===== src/rtl/exc_pkg.sv =====
package exc_pkg;

    localparam int XLEN   = 32;
    localparam int EALO_W = 3;
    localparam int STAT_W = 5;
    localparam logic [XLEN-1:0] HI_BASE = 32'hFFF0_0000;

    typedef enum logic [3:0] {
        CLS_NOP    = 4'd0,
        CLS_ALU    = 4'd1,
        CLS_LOAD   = 4'd2,
        CLS_STORE  = 4'd3,
        CLS_MULTI  = 4'd4,
        CLS_STRING = 4'd5,
        CLS_LDRSV  = 4'd6,
        CLS_STCOND = 4'd7,
        CLS_SUPV   = 4'd8,
        CLS_SPR    = 4'd9,
        CLS_UNDEF  = 4'd10
    } ins_cls_e;

    typedef enum logic [1:0] {
        SZ_BYTE = 2'd0,
        SZ_HALF = 2'd1,
        SZ_WORD = 2'd2,
        SZ_DBL  = 2'd3
    } op_size_e;

    typedef enum logic [2:0] {
        EXC_NONE  = 3'd0,
        EXC_RESET = 3'd1,
        EXC_MCHK  = 3'd2,
        EXC_EXT   = 3'd3,
        EXC_ALIGN = 3'd4,
        EXC_PROG  = 3'd5,
        EXC_EMU   = 3'd6
    } exc_kind_e;

    typedef struct packed {
        logic ip;
        logic le;
        logic pr;
        logic ee;
        logic ri;
    } stat_t;

    function automatic logic [XLEN-1:0] kind_offset(exc_kind_e k);
        case (k)
            EXC_RESET: return XLEN'(32'h0000_0100);
            EXC_MCHK:  return XLEN'(32'h0000_0200);
            EXC_EXT:   return XLEN'(32'h0000_0500);
            EXC_ALIGN: return XLEN'(32'h0000_0600);
            EXC_PROG:  return XLEN'(32'h0000_0700);
            EXC_EMU:   return XLEN'(32'h0000_1000);
            default:   return '0;
        endcase
    endfunction

    function automatic logic not_natural(logic [EALO_W-1:0] lo, op_size_e sz);
        case (sz)
            SZ_HALF: return lo[0];
            SZ_WORD: return |lo[1:0];
            SZ_DBL:  return |lo;
            default: return 1'b0;
        endcase
    endfunction

    function automatic logic is_mem(ins_cls_e c);
        return (c >= CLS_LOAD) && (c <= CLS_STCOND);
    endfunction

endpackage


===== src/rtl/exc_fault_detect.sv =====
module exc_fault_detect
    import exc_pkg::*;
(
    input  logic              active,
    input  ins_cls_e          cls,
    input  op_size_e          size,
    input  logic [EALO_W-1:0] ea_lo,
    input  logic              spr_top,
    input  stat_t             st,
    output logic              flt_align,
    output logic              flt_priv,
    output logic              flt_emu
);
    logic word_off;
    assign word_off = |ea_lo[1:0];

    always_comb begin
        flt_align = 1'b0;
        flt_priv  = 1'b0;
        flt_emu   = 1'b0;
        if (active) begin
            case (cls)
                CLS_LOAD, CLS_STORE:  flt_align = st.le & not_natural(ea_lo, size);
                CLS_MULTI:            flt_align = st.le | word_off;
                CLS_STRING:           flt_align = st.le;
                CLS_LDRSV, CLS_STCOND: flt_align = word_off;
                CLS_SUPV:             flt_priv  = st.pr;
                CLS_SPR:              flt_priv  = st.pr & spr_top;
                CLS_UNDEF:            flt_emu   = 1'b1;
                default: ;
            endcase
        end
    end
endmodule


===== src/rtl/exc_arbiter.sv =====
module exc_arbiter
    import exc_pkg::*;
#(
    parameter int               AW      = XLEN,
    parameter logic [AW-1:0]    BASE_HI = HI_BASE
) (
    input  logic          rst_req,
    input  logic          mchk,
    input  logic          flt_align,
    input  logic          flt_priv,
    input  logic          flt_emu,
    input  logic          ext_req,
    input  stat_t         st,
    output logic          take,
    output exc_kind_e     kind,
    output logic [AW-1:0] vector
);
    always_comb begin
        kind = EXC_NONE;
        if (rst_req)                 kind = EXC_RESET;
        else if (mchk)               kind = EXC_MCHK;
        else if (flt_align)          kind = EXC_ALIGN;
        else if (flt_priv)           kind = EXC_PROG;
        else if (flt_emu)            kind = EXC_EMU;
        else if (ext_req && st.ee)   kind = EXC_EXT;
    end

    assign take   = (kind != EXC_NONE);
    assign vector = take ? ((st.ip ? BASE_HI : '0) | AW'(kind_offset(kind))) : '0;
endmodule


===== src/rtl/exc_mem_guard.sv =====
module exc_mem_guard
    import exc_pkg::*;
#(
    parameter int AW = XLEN
) (
    input  logic          clk,
    input  logic          rst,
    input  logic          issue,
    input  logic [AW-1:0] pc,
    input  logic          late_err,
    output logic          abort,
    output logic [AW-1:0] abort_pc
);
    logic          inflight_q;
    logic [AW-1:0] pc_q;

    always_ff @(posedge clk) begin
        if (rst) begin
            inflight_q <= 1'b0;
            pc_q       <= '0;
        end else begin
            inflight_q <= issue;
            if (issue) pc_q <= pc;
        end
    end

    assign abort    = inflight_q & late_err;
    assign abort_pc = pc_q;

    AST_ABORT_AFTER_ISSUE: assert property (@(posedge clk) disable iff (rst)
        abort |-> $past(issue));
endmodule


===== src/rtl/exc_state_regs.sv =====
module exc_state_regs
    import exc_pkg::*;
#(
    parameter int AW = XLEN
) (
    input  logic          clk,
    input  logic          rst,
    input  logic          take,
    input  logic [AW-1:0] save_pc,
    input  logic          wr_en,
    input  stat_t         wr_val,
    output stat_t         status_q,
    output logic [AW-1:0] save0_q,
    output stat_t         save1_q
);
    always_ff @(posedge clk) begin
        if (rst) begin
            status_q <= '0;
            save0_q  <= '0;
            save1_q  <= '0;
        end else if (take) begin
            save0_q     <= save_pc;
            save1_q     <= status_q;
            status_q.pr <= 1'b0;
            status_q.ri <= 1'b0;
        end else if (wr_en) begin
            status_q <= wr_val;
        end
    end

    AST_SAVE_ON_ENTRY: assert property (@(posedge clk) disable iff (rst)
        take |=> (save0_q == $past(save_pc)) && (save1_q == $past(status_q)));
    AST_ENTRY_CLEARS: assert property (@(posedge clk) disable iff (rst)
        take |=> !status_q.pr && !status_q.ri && (status_q.ip == $past(status_q.ip))
                 && (status_q.le == $past(status_q.le)));
    AST_STATUS_HOLD: assert property (@(posedge clk) disable iff (rst)
        (!take && !wr_en) |=> $stable(status_q));
    AST_STATUS_WRITE: assert property (@(posedge clk) disable iff (rst)
        (!take && wr_en) |=> (status_q == $past(wr_val)));
endmodule


===== src/rtl/exc_vector_unit.sv =====
module exc_vector_unit
    import exc_pkg::*;
(
    input  logic              clk,
    input  logic              rst,
    input  logic              rst_req,
    input  logic              mchk_req,
    input  logic              ext_req,
    input  logic              ins_valid,
    input  logic [3:0]        ins_class,
    input  logic [1:0]        ins_size,
    input  logic [XLEN-1:0]   ins_pc,
    input  logic [EALO_W-1:0] ins_ea_lo,
    input  logic              ins_spr_top,
    input  logic              older_busy,
    input  logic              late_err,
    input  logic              stat_wr_en,
    input  logic [STAT_W-1:0] stat_wr_val,
    output logic              exc_take,
    output logic [2:0]        exc_kind,
    output logic [XLEN-1:0]   exc_vector,
    output logic              mem_issue,
    output logic              mem_abort,
    output logic [XLEN-1:0]   save0,
    output logic [STAT_W-1:0] save1,
    output logic [STAT_W-1:0] status
);
    ins_cls_e        cls;
    op_size_e        size;
    stat_t           st_q, sv1_q;
    logic            active, f_align, f_priv, f_emu;
    exc_kind_e       kind;
    logic [XLEN-1:0] abort_pc, save_pc;

    assign cls    = ins_cls_e'(ins_class);
    assign size   = op_size_e'(ins_size);
    assign active = ins_valid & ~older_busy;

    exc_fault_detect u_detect (
        .active(active), .cls(cls), .size(size), .ea_lo(ins_ea_lo),
        .spr_top(ins_spr_top), .st(st_q),
        .flt_align(f_align), .flt_priv(f_priv), .flt_emu(f_emu)
    );

    exc_arbiter #(.AW(XLEN), .BASE_HI(HI_BASE)) u_arb (
        .rst_req(rst_req), .mchk(mchk_req | mem_abort),
        .flt_align(f_align), .flt_priv(f_priv), .flt_emu(f_emu),
        .ext_req(ext_req), .st(st_q),
        .take(exc_take), .kind(kind), .vector(exc_vector)
    );

    assign mem_issue = active & is_mem(cls) & ~exc_take;

    exc_mem_guard #(.AW(XLEN)) u_guard (
        .clk(clk), .rst(rst), .issue(mem_issue), .pc(ins_pc),
        .late_err(late_err), .abort(mem_abort), .abort_pc(abort_pc)
    );

    assign save_pc = (kind == EXC_MCHK && mem_abort) ? abort_pc : ins_pc;

    exc_state_regs #(.AW(XLEN)) u_state (
        .clk(clk), .rst(rst), .take(exc_take), .save_pc(save_pc),
        .wr_en(stat_wr_en), .wr_val(stat_t'(stat_wr_val)),
        .status_q(st_q), .save0_q(save0), .save1_q(sv1_q)
    );

    assign exc_kind = kind;
    assign save1    = sv1_q;
    assign status   = st_q;

    AST_NO_ISSUE_ON_EXC: assert property (@(posedge clk) disable iff (rst)
        mem_issue |-> !exc_take);
    AST_BUSY_HOLDS: assert property (@(posedge clk) disable iff (rst)
        older_busy |-> !mem_issue && !(kind inside {EXC_ALIGN, EXC_PROG, EXC_EMU}));
    AST_EXT_MASKED: assert property (@(posedge clk) disable iff (rst)
        (kind == EXC_EXT) |-> st_q.ee);
    AST_RESET_FIRST: assert property (@(posedge clk) disable iff (rst)
        rst_req |-> (kind == EXC_RESET));
    AST_VEC_BASE: assert property (@(posedge clk) disable iff (rst)
        exc_take |-> (exc_vector[XLEN-1:20] == (st_q.ip ? HI_BASE[XLEN-1:20] : '0)));
    AST_ABORT_MCHK: assert property (@(posedge clk) disable iff (rst)
        (mem_abort && !rst_req) |-> (kind == EXC_MCHK));
endmodule


===== config.mk =====
export PLATFORM = sky130hd
export DESIGN_NAME = exc_vector_unit
export DESIGN_NICKNAME = d
export VERILOG_FILES = /design/src/rtl/exc_pkg.sv /design/src/rtl/exc_fault_detect.sv /design/src/rtl/exc_arbiter.sv /design/src/rtl/exc_mem_guard.sv /design/src/rtl/exc_state_regs.sv /design/src/rtl/exc_vector_unit.sv
export SDC_FILE = /design/constraint.sdc
export NUM_CORES = 1
export LEC_CHECK = 0
export ABC_AREA = 1
export ABC_CLOCK_PERIOD_IN_PS = 2600
export CAP_MARGIN = 20
export CORE_MARGIN = 2
export CORE_UTILIZATION = 35
export CTS_CLUSTER_DIAMETER = 40
export DETAILED_ROUTE_END_ITERATION = 6
export GPL_TIMING_DRIVEN = 0
export PLACE_DENSITY = 0.65
export SLEW_MARGIN = 15
export SYNTH_ARGS = -nofsm -noshare
export SYNTH_HDL_FRONTEND = slang
export SYNTH_SLANG_ARGS = --single-unit

===== constraint.sdc =====
create_clock -name clk -period 2.6 [get_ports clk]
set_input_delay 0.39 -clock clk [delete_from_list [all_inputs] [get_ports clk]]
set_output_delay 0.39 -clock clk [all_outputs]
set_load 0.03 [all_outputs]

Yosys cells after proc, flatten, opt, wreduce, memory -nomap -nowiden. Index checks and enable logic that the tools add are counted.

Logic and storage cells: 73. Output and inout bits: 80. Bits of input ports: 56. Bits in registers: 75.

Eq/ne operators: 18. $lt $le $gt $ge: 2. Multiplexer cells: 19. Bitwise logic cells: 11. Reductions and logical operators: 10.

Operators with widths (number): 2-to-1 mux 32 bit (3); one-hot mux 13 bit (6 select lines) (1); bitwise OR 32 x 13 -> 32 bit (1); equality test 4 x 3 -> 1 bit (second input constant) (4); 2-to-1 mux 3 bit (5); equality test 4 bit (second input constant) (3); equality test 3 bit (second input constant) (3); equality test 4 x 2 -> 1 bit (second input constant) (2); OR reduction 2 bit (4); bitwise AND 1 bit (6); equality test 3 x 2 -> 1 bit (second input constant) (2); 2-to-1 mux 1 bit (6); equality test 2 bit (second input constant) (2); >= comparator 4 x 2 -> 1 bit (second input constant) (1); less-or-equal comparator 4 x 3 -> 1 bit (second input constant) (1); one-hot mux 1 bit (4 select lines) (1); equality test 3 x 1 -> 1 bit (second input constant) (1); logical AND 1 bit (3); one-hot mux 1 bit (3 select lines) (1); nonzero test 3 bit (1); OR reduction 3 bit (1); equality test 2 x 1 -> 1 bit (second input constant) (1); 2-to-1 mux 2 bit (1); NOT 1 bit (2); 3 further kinds (4).

Longest topological paths before layout.
Word-level depth: 14. Mapped depth: 16.

Cells and area by module. From an unflattened synthesis, not the netlist that was laid out.

Cells, all modules: 602. Area total of the unflattened synthesis: 3906.2 um^2.

By module, submodules not included: exc_state_regs (sequential area each 840.8 um^2, cells each 191, area each 1524.0 um^2, instances 1); exc_mem_guard (sequential area each 660.6 um^2, cells each 208, area each 1360.1 um^2, instances 1); exc_vector_unit (sequential area each 0.0 um^2, cells each 116, area each 525.5 um^2, instances 1); exc_arbiter (sequential area each 0.0 um^2, cells each 60, area each 376.6 um^2, instances 1); exc_fault_detect (sequential area each 0.0 um^2, cells each 27, area each 120.1 um^2, instances 1).

Least setup slack after synthesis. Ideal clock, no wire load.

Path type: register to output. From: register u_state.status_q[2] (netlist name). To: output exc_vector[21]. Cell stages (with the launch flop): 13. Setup slack: -0.021 ns. Arrival: 2.231 ns. Path buffers: 2. Data required time: 2.210 ns. Path through: dfxtp_1 -> nand2_1 -> nor2_1 -> nand2_1 -> a21oi_1 -> nand2_1 -> nand2_2 -> inv_2 -> nand3_4 -> buf_2 -> nand2_1 -> inv_1 -> buf_4.

Cells in the longest elaborated chain, start to end: 9.

RTL lines: start: declaration (RTL line exc_state_regs.sv:12) `output stat_t status_q,`; start signal: assignment (RTL line exc_state_regs.sv:27) `status_q <= wr_val;`; bitwise AND 1 bit (RTL line exc_fault_detect.sv:28) `CLS_SPR: flt_priv = st.pr & spr_top;`; one-hot mux 1 bit (2 select lines) (*) (RTL line exc_fault_detect.sv:22) `case (cls)`; 2-to-1 mux 1 bit (*) (RTL line exc_fault_detect.sv:21) `if (active) begin`; 2-to-1 mux 3 bit (*) (RTL line exc_arbiter.sv:23) `else if (flt_priv) kind = EXC_PROG;`; 2-to-1 mux 3 bit (*) (RTL line exc_arbiter.sv:22) `else if (flt_align) kind = EXC_ALIGN;`; 2-to-1 mux 3 bit (*) (RTL line exc_arbiter.sv:21) `else if (mchk) kind = EXC_MCHK;`; 2-to-1 mux 3 bit (*) (RTL line exc_arbiter.sv:20) `if (rst_req) kind = EXC_RESET;`; net exc_kind[0] (RTL line exc_vector_unit.sv:20) `output logic [2:0] exc_kind,`; nonzero test 3 bit (*) (RTL line exc_arbiter.sv:28) `assign take = (kind != EXC_NONE);`; 2-to-1 mux 32 bit (*) (RTL line exc_arbiter.sv:29) `assign vector = take ? ((st.ip ? BASE_HI : '0) | AW'(kind_offset(kind))) : '0;`; end: declaration (RTL line exc_vector_unit.sv:21) `output logic [XLEN-1:0] exc_vector,`.

Mark *: on every way through the listed nets, which the timed path passes. The rest lies on a longest branch.

Final worst setup path.
From: register u_state.status_q[3] (netlist name). To: output exc_vector[24].

Cells in the longest elaborated chain, start to end: 8.

RTL lines (RTL line): bitwise OR 1 bit or bitwise AND 1 bit (tied branches) (exc_fault_detect.sv:24, exc_fault_detect.sv:23); one-hot mux 1 bit (4 select lines) (*) (exc_fault_detect.sv:22); 2-to-1 mux 1 bit (*) (exc_fault_detect.sv:21); 2-to-1 mux 3 bit (*) (exc_arbiter.sv:22); 2-to-1 mux 3 bit (*) (exc_arbiter.sv:21); 2-to-1 mux 3 bit (*) (exc_arbiter.sv:20); nonzero test 3 bit (*) (exc_arbiter.sv:28); 2-to-1 mux 32 bit (*) (exc_arbiter.sv:29).

Mark *: on every way between the ends. The rest lies on a longest branch, timed or not.

==> impl_metrics.toml <==
[cts]
cts_tree = "yes"
clockBufferDepth = 2
clkLatencyLatePin_ns = 0.35
root_buffer = "clkbuf_8"
clk_pin_slew_worst_paths_ns = 0.08
cts_buffers = 9
htree_levels = 3
cts_num_sinks = 75

[cells_and_area]
finalNonFillerCells = 858
final_nets = 774
final_common_cell = "nor2_1"
multi_input_area_um2 = 1850
final_util_pct = 53.3
layout.cells.most_common_list = "115 x nor2_1, 89 x nand2_1, 86 x clkdlybuf4s50_1"
fill_cells = 1040
regArea_um2 = 1510
layout-drive-gt1-share_pct = 16.5
syn2layout_area_growth_pct = 47.7
n_antenna_cell = 0

[sta]
fmax_mhz = 392
setup_viol = 0
post-route-min-period_ns = 2.55
hold_ws_ns = 0.480
fin_crit_sh_pct = 98.2
rsz0062_at_grt = "yes"
worstMarginPinSlew_ns = 0.520
maxSlewHeadroom_pct = 65.3
skew_ns = 0.0102
drv_slew = 0
finalHoldViolCount = 0

[grt]
antenna_found_initial = 0
grt_use_met2_pct = 36.0
grt_max_degree = 12
grt_use_met1_pct = 25.8
grt_pass1_vias = 3853
grt_pass1_wl_um = 18700
gr-usage-all-layers_pct = 20.5
use_met3_pct = 3.45
grt-ovfl-total = 0
top_usage_layer = "met2"

[setup_path]
startpoint = "u_state.status_q[3]"
cp.required_ns = 2.21
path_class = "register to output port"
crit_end = "exc_vector[24]"
critPathMaxFanout = 6
r2r-start = "u_guard.inflight_q"
reg2reg_depth = 15
critical_path.reg2reg.endpoint = "u_state.save0_q[27]"
start_kind = "register"
crit_arrival_ns = 2.16
critPathCaptureType = "output port"
r2r_setup_slack_ns = 0.46

[floorplanning]
die-area_um2 = 11500
ios = 136
die_w_um = 107
initial_core_util_pct = 36.1
coreArea_um2 = 10400
die_h_um = 107
fp-row-count = 37

[drt]
drt-initial-drc-count = 193
vias = 4146
drc = 0
finalWirelength_um = 11600
postRouteAntennaNets = 0
post_drt_wl_per_cell_um = 13.5
via_per_inst = 4.83
dr.pass1.iters = 5

[synth]
yosys.cell_types.count = 25
synthTopCellsByArea = "dfxtp_1 40%, nor2_1 12%, nand2_1 9.7%"
synth_seq_cells = 75
synthCells = 565
avgSynthCellArea_um2 = 6.63
syn_area_um2 = 3740
ys_warn_count = 0
yosys.area.top_type_share_pct = 40.1
synth_area_leader_cell = "dfxtp_1"
yosysSeqAreaShare_pct = 40.1

[placed_design]
dp_cells = 834
dp_hpwl_um = 8300
place_congestion = 0.788
io_buffers = 118

[pwr]
vdd_drop_max_mv = 0.258
p_leak_uw = 0.00268
power_density_nw_per_um2 = 487

[min_path]
hp-class = "input port to register"

[run]
drv_cap = 0

[status]
status = "completed"
-- through the flow --
step | TNS [ns] | setup slack, ns | cell area [um2] | total power, uW
final | 0 | 0.0461 | 5530 | 2700
after global routing | -0.527 | -0.0717 | 5530 | 2830
after CTS | 0 | 0.00145 | 5420 | 2700
after detailed placement | -15.62 | -0.948 | 5160 | 1910
after global placement | -14.77 | -0.892 | 5160 | 1900
after floorplan | 0 | 0.111 | 3800 | 1630
-- where the power goes --
group | total, uW | internal [uW] | switching (uW)
registers | 1240 | 1200 | 31.6
logic | 674 | 285 | 389
clock network | 786 | 364 | 423
-- Yosys cell counts --
| master | n |
|---|---|
| nor3_1 | 35 |
| nand3_4 | 1 |
| a211oi_1 | 1 |
| nor2_2 | 1 |
| buf_2 | 18 |
| o21ai_1 | 8 |
| a21oi_1 | 7 |
| o21ai_0 | 34 |
| clkinv_1 | 1 |
| clkbuf_1 | 15 |
| a21boi_0 | 1 |
| inv_1 | 45 |
| nand2_2 | 2 |
| nor2_4 | 1 |
| buf_1 | 3 |
| dfxtp_1 | 75 |
| nand3_1 | 34 |
| inv_2 | 6 |
| nor2_1 | 117 |
| nand2_1 | 97 |
| buf_6 | 1 |
| nand4_1 | 33 |
| buf_4 | 27 |
| a21oi_2 | 1 |
| conb_1 | 1 |
-- critical path: stages (launching register included) --
cell and delay (ns):
dfxtp_4 0.38, a21oi_2 0.05, nor2_1 0.11, nand2_1 0.08
nand2_2 0.08, nand2_4 0.09, nand2_4 0.09, nand2_4 0.06
inv_4 0.07, nand3_4 0.10, buf_6 0.16, nand2_8 0.07
clkinvlp_4 0.17, buf_6 0.16, buf_6 0.13
-- per-layer routing --
| metal | vias up | routed length (um) |
|---|---|---|
| li1 | 2075 | - |
| met1 | 1910 | 4990 |
| met2 | 148 | 5780 |
| met3 | 13 | 652 |
| met4 | 0 | 153 |
| met5 | - | 0 |
-- what timing repair did --
action / in CTS / in global routing
resized for setup: 146 / 30
pin swaps: 16 / 14
gates cloned: 1 / 0
hold buffers: 0 / 0
setup endpoints to repair: 22 / 19
setup buffers: 6 / 3
-- flip-flops by register name, summed over array words and instances, names as in the netlist --
register,cells
u_state.save1_q,5
u_state.save0_q,32
u_state.status_q,5
u_guard.inflight_q,1
u_guard.abort_pc,32
-- logic make-up (layout without fill, tap and decap cells) --
group	after synthesis	count (layout)	share of synthesized area (%)
and+or+nand+nor	321	321	37.5
buffers and inverters	116	258	15.1
DFF	75	75	40.1
AOI/OAI and AO/OA	52	52	7.19
other	1	16	0.100
-- cell type report --
class	count	share of cell area, %
repair buffers	127	22.2
clock inverters	3	0.272
repair inverters	1	0.136
multi-input cells	389	33.4
inverters	52	3.67
flip-flops and latches	75	27.2
well taps	136	3.08
plain buffers	63	7.31
clock buffers	12	2.63
-- worst min path at each step --
| stage | start | to | slack [ns] | depth (start not counted) |
|---|---|---|---|---|
| floorplan | u_guard.abort_pc[19] | u_guard.abort_pc[19] | 0.46 | 2 |
| global placement | u_state.save1_q[4] | u_state.save1_q[4] | 0.45 | 2 |
| detailed placement | u_state.save1_q[4] | u_state.save1_q[4] | 0.46 | 2 |
| CTS | rst | u_state.save0_q[1] | 0.46 | 4 |
| global route | u_state.save1_q[4] | u_state.save1_q[4] | 0.50 | 2 |
| finish | rst | u_state.save0_q[0] | 0.48 | 4 |
(Power assumes the default switching activity.)
